===== config.mk =====
export PLATFORM = sky130hd
export DESIGN_NAME = dchain_ctrl
export DESIGN_NICKNAME = d
export VERILOG_FILES = /design/src/rtl/dchain_pkg.sv /design/src/rtl/dchain_regs.sv /design/src/rtl/dchain_walker.sv /design/src/rtl/dchain_ctrl.sv
export SDC_FILE = /design/constraint.sdc
export NUM_CORES = 1
export LEC_CHECK = 0
export BUFFER_PORTS_ARGS = -buffer_cell sky130_fd_sc_hd__buf_2
export CORE_MARGIN = 4
export CORE_UTILIZATION = 49
export DETAILED_ROUTE_END_ITERATION = 6
export GPL_TIMING_DRIVEN = 1
export PLACE_DENSITY = 0.77
export SKIP_CTS_REPAIR_TIMING = 1
export SLEW_MARGIN = 20
export SYNTH_ARGS = -nofsm -noshare
export SYNTH_HDL_FRONTEND = slang
export SYNTH_HIERARCHICAL = 1
export SYNTH_SLANG_ARGS = --single-unit

===== constraint.sdc =====
create_clock -name clk -period 2.7 [get_ports clk]
set_clock_uncertainty 0.05 [all_clocks]
set_input_delay 0.27 -clock clk [delete_from_list [all_inputs] [get_ports clk]]
set_output_delay 0.27 -clock clk [all_outputs]
set_load 0.05 [all_outputs]

===== src/rtl/dchain_pkg.sv =====
package dchain_pkg;
  localparam int ADDR_W = 32;
  localparam int DATA_W = 32;

  // register byte offsets
  localparam logic [7:0] OFS_CTRL = 8'h00;
  localparam logic [7:0] OFS_STAT = 8'h04;
  localparam logic [7:0] OFS_CUR  = 8'h08;
  localparam logic [7:0] OFS_NEXT = 8'h24;

  // status bit positions
  localparam int BIT_BUSY = 13;
  localparam int BIT_EOT  = 12;
  localparam int BIT_EOC  = 11;

  // descriptor word slots
  localparam int W_LINK = 0;
  localparam int W_CTRL = 1;
  localparam int W_AUX  = 2;
  localparam int W_CNT  = 3;
  localparam int W_DST  = 4;
  localparam int W_SRC  = 6;

  typedef enum logic [2:0] {
    ST_IDLE, ST_FETCH, ST_EXEC, ST_WAIT, ST_RELINK
  } walk_state_t;

  // error vector index: 0 master abort, 1 target abort, 2 controller abort, 3 parity
  function automatic int err_bit_pos(input int idx);
    case (idx)
      0: return 3;
      1: return 4;
      2: return 5;
      default: return 9;
    endcase
  endfunction

  function automatic logic [3:0] resp_to_err(input logic [1:0] resp);
    case (resp)
      2'd1: return 4'b0001;
      2'd2: return 4'b0010;
      2'd3: return 4'b0100;
      default: return 4'b0000;
    endcase
  endfunction

  function automatic logic [ADDR_W-1:0] desc_word_addr(input logic [ADDR_W-1:0] base,
                                                       input logic [ADDR_W-1:0] idx);
    return base + (idx << 2);
  endfunction
endpackage


===== src/rtl/dchain_regs.sv =====
module dchain_regs
  import dchain_pkg::*;
(
  input  logic              clk,
  input  logic              rst_n,
  input  logic              reg_sel,
  input  logic              reg_wr,
  input  logic [7:0]        reg_addr,
  input  logic [DATA_W-1:0] reg_wdata,
  output logic [DATA_W-1:0] reg_rdata,
  input  logic              busy,
  input  logic [ADDR_W-1:0] cur_addr,
  input  logic              evt_eot,
  input  logic              evt_eoc,
  input  logic [3:0]        evt_err,
  input  logic              append_taken,
  output logic              enable,
  output logic              append_req,
  output logic              start_req,
  output logic [ADDR_W-1:0] next_addr,
  output logic              irq_eot,
  output logic              irq_eoc,
  output logic              irq_err
);
  logic wr_ctrl, wr_stat, wr_next;
  logic enable_q, append_q, eot_q, eoc_q;
  logic [3:0] err_q;
  logic [ADDR_W-1:0] next_q;
  logic [DATA_W-1:0] stat_word;

  assign wr_ctrl = reg_sel && reg_wr && (reg_addr == OFS_CTRL);
  assign wr_stat = reg_sel && reg_wr && (reg_addr == OFS_STAT);
  assign wr_next = reg_sel && reg_wr && (reg_addr == OFS_NEXT);

  assign start_req = wr_ctrl && reg_wdata[0] && !enable_q && !busy;

  always_ff @(posedge clk or negedge rst_n) begin
    if (!rst_n) begin
      enable_q <= 1'b0;
      append_q <= 1'b0;
      next_q   <= '0;
      eot_q    <= 1'b0;
      eoc_q    <= 1'b0;
    end else begin
      if (wr_ctrl) enable_q <= reg_wdata[0];
      append_q <= (append_q && !append_taken) || (wr_ctrl && reg_wdata[1]);
      if (wr_next) next_q <= reg_wdata;
      eot_q <= evt_eot || (eot_q && !(wr_stat && reg_wdata[BIT_EOT]));
      eoc_q <= evt_eoc || (eoc_q && !(wr_stat && reg_wdata[BIT_EOC]));
    end
  end

  for (genvar g = 0; g < 4; g++) begin : g_err
    localparam int POS = err_bit_pos(g);
    always_ff @(posedge clk or negedge rst_n) begin
      if (!rst_n) err_q[g] <= 1'b0;
      else        err_q[g] <= evt_err[g] || (err_q[g] && !(wr_stat && reg_wdata[POS]));
    end
  end

  always_comb begin
    stat_word = '0;
    stat_word[BIT_BUSY] = busy;
    stat_word[BIT_EOT]  = eot_q;
    stat_word[BIT_EOC]  = eoc_q;
    for (int i = 0; i < 4; i++) stat_word[err_bit_pos(i)] = err_q[i];
  end

  always_comb begin
    case (reg_addr)
      OFS_CTRL: reg_rdata = {{(DATA_W-2){1'b0}}, append_q, enable_q};
      OFS_STAT: reg_rdata = stat_word;
      OFS_CUR:  reg_rdata = cur_addr;
      OFS_NEXT: reg_rdata = next_q;
      default:  reg_rdata = '0;
    endcase
  end

  assign enable     = enable_q;
  assign append_req = append_q;
  assign next_addr  = next_q;
  assign irq_eot    = eot_q;
  assign irq_eoc    = eoc_q;
  assign irq_err    = |err_q;

  AST_W1C_EOT: assert property (@(posedge clk) disable iff (!rst_n)
    (wr_stat && reg_wdata[BIT_EOT] && !evt_eot) |=> !irq_eot);
  AST_W1C_KEEP: assert property (@(posedge clk) disable iff (!rst_n)
    (wr_stat && !reg_wdata[BIT_EOC] && irq_eoc) |=> irq_eoc);
  AST_APPEND_CLEAR: assert property (@(posedge clk) disable iff (!rst_n)
    (append_taken && !(wr_ctrl && reg_wdata[1])) |=> !append_req);
endmodule


===== src/rtl/dchain_walker.sv =====
module dchain_walker
  import dchain_pkg::*;
#(
  parameter int DESC_WORDS = 7,
  parameter int CNT_W      = 24
)(
  input  logic              clk,
  input  logic              rst_n,
  input  logic              enable,
  input  logic              start_req,
  input  logic              append_req,
  input  logic [ADDR_W-1:0] next_addr,
  output logic              busy,
  output logic [ADDR_W-1:0] cur_addr,
  output logic              evt_eot,
  output logic              evt_eoc,
  output logic [3:0]        evt_err,
  output logic              append_taken,
  output logic              mem_req,
  output logic [ADDR_W-1:0] mem_addr,
  input  logic              mem_ack,
  input  logic [1:0]        mem_resp,
  input  logic [DATA_W-1:0] mem_rdata,
  output logic              op_start,
  output logic [DATA_W-1:0] op_ctrl,
  output logic [DATA_W-1:0] op_aux,
  output logic [CNT_W-1:0]  op_count,
  output logic [ADDR_W-1:0] op_dst,
  output logic [ADDR_W-1:0] op_src,
  input  logic              op_done,
  input  logic              op_perr
);
  localparam int WIDX_W = $clog2(DESC_WORDS);
  localparam logic [WIDX_W-1:0] LAST_IDX = WIDX_W'(DESC_WORDS - 1);

  walk_state_t st_q;
  logic [WIDX_W-1:0] widx_q;
  logic [ADDR_W-1:0] cur_q, link_q, dst_q, src_q;
  logic [DATA_W-1:0] ctrl_q, aux_q;
  logic [CNT_W-1:0]  cnt_q;
  logic at_end_q;

  logic rd_ack, resp_bad, done_evt, relink_go, start_zero;

  assign rd_ack     = (st_q == ST_FETCH || st_q == ST_RELINK) && mem_ack;
  assign resp_bad   = mem_resp != 2'd0;
  assign done_evt   = (st_q == ST_WAIT) && op_done;
  assign start_zero = (st_q == ST_IDLE) && start_req && (next_addr == '0);
  assign relink_go  = (st_q == ST_IDLE) && !start_req && at_end_q && enable && append_req;

  always_comb begin
    evt_err      = '0;
    evt_eot      = 1'b0;
    evt_eoc      = start_zero;
    append_taken = (st_q == ST_RELINK) && mem_ack;
    if (rd_ack) evt_err = resp_to_err(mem_resp);
    if (done_evt) begin
      if (op_perr) evt_err[3] = 1'b1;
      else begin
        evt_eot = ctrl_q[0];
        evt_eoc = (link_q == '0);
      end
    end
  end

  always_ff @(posedge clk or negedge rst_n) begin
    if (!rst_n) begin
      st_q     <= ST_IDLE;
      widx_q   <= '0;
      cur_q    <= '0;
      link_q   <= '0;
      ctrl_q   <= '0;
      aux_q    <= '0;
      cnt_q    <= '0;
      dst_q    <= '0;
      src_q    <= '0;
      at_end_q <= 1'b0;
    end else begin
      case (st_q)
        ST_IDLE: begin
          if (start_req) begin
            at_end_q <= 1'b0;
            if (next_addr != '0) begin
              cur_q  <= next_addr;
              widx_q <= '0;
              st_q   <= ST_FETCH;
            end
          end else if (relink_go) begin
            st_q <= ST_RELINK;
          end
        end
        ST_FETCH: begin
          if (mem_ack) begin
            if (resp_bad) begin
              st_q <= ST_IDLE;
            end else begin
              if (widx_q == WIDX_W'(W_LINK)) link_q <= mem_rdata;
              if (widx_q == WIDX_W'(W_CTRL)) ctrl_q <= mem_rdata;
              if (widx_q == WIDX_W'(W_AUX))  aux_q  <= mem_rdata;
              if (widx_q == WIDX_W'(W_CNT))  cnt_q  <= mem_rdata[CNT_W-1:0];
              if (widx_q == WIDX_W'(W_DST))  dst_q  <= mem_rdata;
              if (widx_q == WIDX_W'(W_SRC))  src_q  <= mem_rdata;
              if (widx_q == LAST_IDX) st_q <= ST_EXEC;
              else                    widx_q <= widx_q + 1'b1;
            end
          end
        end
        ST_EXEC: st_q <= ST_WAIT;
        ST_WAIT: begin
          if (op_done) begin
            if (op_perr) begin
              st_q <= ST_IDLE;
            end else if (link_q == '0) begin
              at_end_q <= 1'b1;
              st_q     <= ST_IDLE;
            end else if (!enable) begin
              st_q <= ST_IDLE;
            end else begin
              cur_q  <= link_q;
              widx_q <= '0;
              st_q   <= ST_FETCH;
            end
          end
        end
        ST_RELINK: begin
          if (mem_ack) begin
            if (resp_bad) begin
              at_end_q <= 1'b0;
              st_q     <= ST_IDLE;
            end else if (mem_rdata == '0) begin
              st_q <= ST_IDLE;
            end else begin
              at_end_q <= 1'b0;
              cur_q    <= mem_rdata;
              widx_q   <= '0;
              st_q     <= ST_FETCH;
            end
          end
        end
        default: st_q <= ST_IDLE;
      endcase
    end
  end

  assign busy     = st_q != ST_IDLE;
  assign cur_addr = cur_q;
  assign mem_req  = (st_q == ST_FETCH) || (st_q == ST_RELINK);
  assign mem_addr = (st_q == ST_RELINK) ? cur_q
                                         : desc_word_addr(cur_q, ADDR_W'(widx_q));
  assign op_start = st_q == ST_EXEC;
  assign op_ctrl  = ctrl_q;
  assign op_aux   = aux_q;
  assign op_count = cnt_q;
  assign op_dst   = dst_q;
  assign op_src   = src_q;

  AST_START_PULSE: assert property (@(posedge clk) disable iff (!rst_n)
    op_start |=> !op_start);
  AST_REQ_HOLD: assert property (@(posedge clk) disable iff (!rst_n)
    (mem_req && !mem_ack) |=> (mem_req && $stable(mem_addr)));
  AST_ERR_HALT: assert property (@(posedge clk) disable iff (!rst_n)
    (|evt_err) |=> (!busy && !op_start));
  AST_EOC_STOP: assert property (@(posedge clk) disable iff (!rst_n)
    evt_eoc |=> !busy);
  AST_ZERO_START: assert property (@(posedge clk) disable iff (!rst_n)
    start_zero |=> !mem_req);
endmodule


===== src/rtl/dchain_ctrl.sv =====
module dchain_ctrl
  import dchain_pkg::*;
#(
  parameter int DESC_WORDS = 7,
  parameter int CNT_W      = 24
)(
  input  logic              clk,
  input  logic              rst_n,
  input  logic              reg_sel,
  input  logic              reg_wr,
  input  logic [7:0]        reg_addr,
  input  logic [31:0]       reg_wdata,
  output logic [31:0]       reg_rdata,
  output logic              mem_req,
  output logic [31:0]       mem_addr,
  input  logic              mem_ack,
  input  logic [1:0]        mem_resp,
  input  logic [31:0]       mem_rdata,
  output logic              op_start,
  output logic [31:0]       op_ctrl,
  output logic [31:0]       op_aux,
  output logic [CNT_W-1:0]  op_count,
  output logic [31:0]       op_dst,
  output logic [31:0]       op_src,
  input  logic              op_done,
  input  logic              op_perr,
  output logic              irq_eot,
  output logic              irq_eoc,
  output logic              irq_err
);
  logic busy, enable, append_req, start_req, append_taken;
  logic evt_eot, evt_eoc;
  logic [3:0] evt_err;
  logic [ADDR_W-1:0] cur_addr, next_addr;

  dchain_regs u_regs (
    .clk(clk), .rst_n(rst_n),
    .reg_sel(reg_sel), .reg_wr(reg_wr), .reg_addr(reg_addr),
    .reg_wdata(reg_wdata), .reg_rdata(reg_rdata),
    .busy(busy), .cur_addr(cur_addr),
    .evt_eot(evt_eot), .evt_eoc(evt_eoc), .evt_err(evt_err),
    .append_taken(append_taken),
    .enable(enable), .append_req(append_req), .start_req(start_req),
    .next_addr(next_addr),
    .irq_eot(irq_eot), .irq_eoc(irq_eoc), .irq_err(irq_err)
  );

  dchain_walker #(.DESC_WORDS(DESC_WORDS), .CNT_W(CNT_W)) u_walker (
    .clk(clk), .rst_n(rst_n),
    .enable(enable), .start_req(start_req), .append_req(append_req),
    .next_addr(next_addr),
    .busy(busy), .cur_addr(cur_addr),
    .evt_eot(evt_eot), .evt_eoc(evt_eoc), .evt_err(evt_err),
    .append_taken(append_taken),
    .mem_req(mem_req), .mem_addr(mem_addr), .mem_ack(mem_ack),
    .mem_resp(mem_resp), .mem_rdata(mem_rdata),
    .op_start(op_start), .op_ctrl(op_ctrl), .op_aux(op_aux),
    .op_count(op_count), .op_dst(op_dst), .op_src(op_src),
    .op_done(op_done), .op_perr(op_perr)
  );

  AST_IRQ_EOT_FLAG: assert property (@(posedge clk) disable iff (!rst_n)
    evt_eot |=> irq_eot);
  AST_NO_START_IDLE: assert property (@(posedge clk) disable iff (!rst_n)
    op_start |-> busy);
endmodule


==> run_results.csv <==
group,metric,value,unit
clocking,cts_made_buffers,29,
power_and_ir_drop,cellLeakagePower,8.81,nW
flow_run,timing.max_cap.violations,0,
floorplan,total_core_area,0.0245,mm2
route,number_of_nets_still_failing_antenna_checks_after_routing,0,
setup_path,cp-end-kind,"output pin",
logic_synthesis,ys_seq_area_frac,0.538,
logic_synthesis,netlist_area,0.0122,mm2
cells_and_area,utilization,0.667,
route,viasPerCell,5.84,
route,met3RoutedLength,3380,um
timing,max_slew_margin,0.570,
route,drt-pass1-iter-count,5,
setup_path,crit_required,2.38,ns
global_route,grt_antenna_before_repair,0,
timing,timing.hold.ws,0.00718,ns
logic_synthesis,synth_ff_type,"dfrtp_1",
route,route.met2.wl,19500,um
timing,fmaxAchievable,324,MHz
setup_path,regToRegEndpoint,"u_walker/cur_addr[0]",
cells_and_area,synthToLayoutAreaGrowth,33.4,%
floorplan,die_w,166,um
logic_synthesis,synth-async-reset-ratio,1.00,
clocking,ctsRootBufferMaster,"clkbuf_16",
logic_synthesis,post_synth_edffs,0,
outcome,failed_checks,"negative setup slack",
global_route,grt_start_max_net_pins,82,
timing,hold_viol_final,0,
global_route,grt_overflow_total,0,
logic_synthesis,synthesis.area_per_instance,13.0,um2
placement,gpl.final_weighted_congestion,0.971,
route,drt-wirelength-per-cell,23.8,um
timing,finalWorstSetupSlack,-0.390,ns
timing,post_route_clock_period_utilization,1.14,
setup_path,timing.reg2reg.worst_path_depth,10,
route,wl_met1,16000,um
global_route,grt_first_pass_wirelength,58500,um
cells_and_area,fin_nets,1422,
cells_and_area,highest_count_cells_in_the_layout_ignoring_fill_and_taps,"273 x buf_2, 261 x dfrtp_1, 189 x mux2_2",
placement,detail_placement_hpwl,27200,um
logic_synthesis,synth_fp_nets,1030,
outcome,outcome,"finished, violations left",
clocking,cts_htree_levels,1,
floorplan,design.portCount,302,
global_route,grt.total_usage,0.265,
cells_and_area,final_common_cell,"buf_2",
power_and_ir_drop,ir_worst_vdd,0.498,mV
clocking,cts_max_path_buffers,3,
route,dr_total_vias,9790,
power_and_ir_drop,power_density,524,mW/mm2
setup_path,crit_fanout,5,
timing,slew_viol_final,0,
setup_path,worst-r2r-setup-slack,0.24,ns
route,highest_routed_layer,"met4",
placement,dp_worst_setup_slack,0.00613,ns
logic_synthesis,yosysUniqueCellTypes,53,
power_and_ir_drop,total_power,8.55,mW
route,route.detailed.drc,0,
worst_hold_path,hp-start,"mem_resp[0]",
cells_and_area,filler_cell_count,1778,
route,detailedRoute.firstIterationViolations,935,
timing,finalSetupViolations,23,
floorplan,start_util,0.500,
setup_path,critical_path.startpoint_type,"register",
timing,post-route-min-period,3.09,ns
cells_and_area,antennaDiodeCount,0,
clocking,insertion_delay,0.55,ns
clocking,cts_tree,"yes",
worst_hold_path,holdCritPathClass,"primary input to register",
logic_synthesis,yosys_register_bits,263,
timing,tightest_slew,0.645,ns
global_route,grt_pass1_vias,9820,
cells_and_area,layout.cells.non_filler,1677,
worst_hold_path,hold-path-cell-count,3,
floorplan,row_count,57,
timing,grt_setup_unrepaired,"true",
logic_synthesis,yosysWarnings,6,
floorplan,floorplan.die.height,166,um
placement,io_buffers,301,
cells_and_area,drive_above_1_share,0.547,
route,detail_route.wirelength,39800,um
logic_synthesis,synthesis.instances,940,
setup_path,worst_ep_arrival_time,2.77,ns
setup_path,critical_setup_path_kind,"register to output pin",
placement,post-place-cells,1566,
clocking,cts.clk_slew.worst_paths,0.06,ns
worst_hold_path,min_to,"u_regs/err_q[1]",
clocking,clock_sink_count,263,
setup_path,launching_point_of_the_worst_reg2reg_path,"u_walker/st_q[1]",
floorplan,die-area,0.0276,mm2
[logic make-up after synthesis]
family,Yosys count,synth area share
xor+xnor,28,0.0200
flops,263,0.538
simple gates,189,0.0837
compound gates,165,0.104
mux,220,0.211
buf+inv,66,0.0330
fa+ha+maj,9,0.00981
[synth_stat cells, types with 3 or more instances]
| master | n | area (um2) |
|---|---|---|
| a21o_1 | 8 | 60.1 |
| a21oi_1 | 46 | 230 |
| a21oi_2 | 28 | 245 |
| a221o_1 | 9 | 90.1 |
| a22o_1 | 55 | 482 |
| and3_1 | 21 | 131 |
| and4_1 | 5 | 43.8 |
| buf_12 | 3 | 60.1 |
| buf_2 | 29 | 145 |
| buf_4 | 7 | 52.6 |
| buf_6 | 6 | 67.6 |
| clkbuf_1 | 11 | 41.3 |
| dfrtp_1 | 263 | 6580 |
| ha_1 | 8 | 100 |
| inv_1 | 10 | 37.5 |
| mux2_2 | 189 | 2130 |
| mux2_4 | 30 | 450 |
| nand2_1 | 30 | 113 |
| nand3_1 | 12 | 60.1 |
| nand4_1 | 20 | 125 |
| nor2_1 | 50 | 188 |
| nor2b_1 | 4 | 25.0 |
| nor3_1 | 5 | 25.0 |
| nor4_1 | 25 | 156 |
| o211ai_1 | 3 | 22.5 |
| or2_2 | 3 | 18.8 |
| xnor2_1 | 21 | 184 |
| xor2_1 | 7 | 61.3 |
[layer usage]
metal / GRT usage / vias up
met5: 0 / -
met4: 0.0585 / 0
met3: 0.0724 / 80
met2: 0.446 / 497
met1: 0.348 / 4952
li1: - / 4261
[where the power goes]
group          switching (mW)  total (mW)  internal, mW
logic                   0.305       0.473         0.167
registers              0.0359        4.00          3.96
clock network            1.61        4.08          2.47
[layout make-up]
| cell class | instances | area (um2) | area share |
|---|---|---|---|
| clock buffer | 42 | 855 | 0.0523 |
| timing repair buffer | 417 | 2750 | 0.169 |
| tap | 324 | 405 | 0.0248 |
| inverter | 10 | 37.5 | 0.00230 |
| sequential | 263 | 6580 | 0.403 |
| multi-input combinational | 611 | 5560 | 0.340 |
| clock inverter | 10 | 135 | 0.00828 |
[sequential cells by signal, summed over array words and instances (netlist names)]
| register | flops |
|---|---|
| u_regs/next_addr | 32 |
| u_walker/cur_addr | 32 |
| u_walker/link_q | 32 |
| u_walker/op_aux | 32 |
| u_walker/op_ctrl | 32 |
| u_walker/op_dst | 32 |
| u_walker/op_src | 32 |
| u_walker/op_count | 24 |
| u_regs/err_q | 4 |
| u_walker/st_q | 3 |
| u_walker/widx_q | 3 |
| u_regs/append_req | 1 |
| u_regs/enable | 1 |
| u_regs/irq_eoc | 1 |
| u_regs/irq_eot | 1 |
| u_walker/at_end_q | 1 |
[critical path, cell delays in order, from the launching register on]
cell      delay [ns]
dfrtp_1         0.36
ha_2            0.20
inv_2           0.04
fa_2            0.36
nor2b_4         0.13
o211ai_1        0.16
nor2_2          0.14
buf_6           0.15
buf_6           0.11
nand4_1         0.15
xnor2_2         0.24
buf_6           0.19
[worst max-delay path by stage]
stage	startpoint	cells past startpoint	slack (ns)	end
after global placement	u_walker/cur_addr[3]	8	0.05	mem_addr[29]
final	u_walker/cur_addr[2]	11	-0.39	mem_addr[22]
after global routing	u_walker/cur_addr[2]	11	-0.48	mem_addr[22]
after floorplan	u_walker/widx_q[0]	9	-0.008	mem_addr[30]
after CTS	u_walker/cur_addr[2]	10	-0.59	mem_addr[22]
after detailed placement	u_walker/cur_addr[2]	10	0.006	mem_addr[22]
[per-stage QoR]
stage / cell area (um2) / setup TNS (ns)
2_1_floorplan: 12300 / -0.00771
3_3_place_gp: 14400 / 0
3_5_place_dp: 14400 / 0
4_1_cts: 15400 / -9.64
5_1_grt: 16300 / -7.39
6_report: 16300 / -5.28
Note: power is estimated with default switching activity, not from simulation.
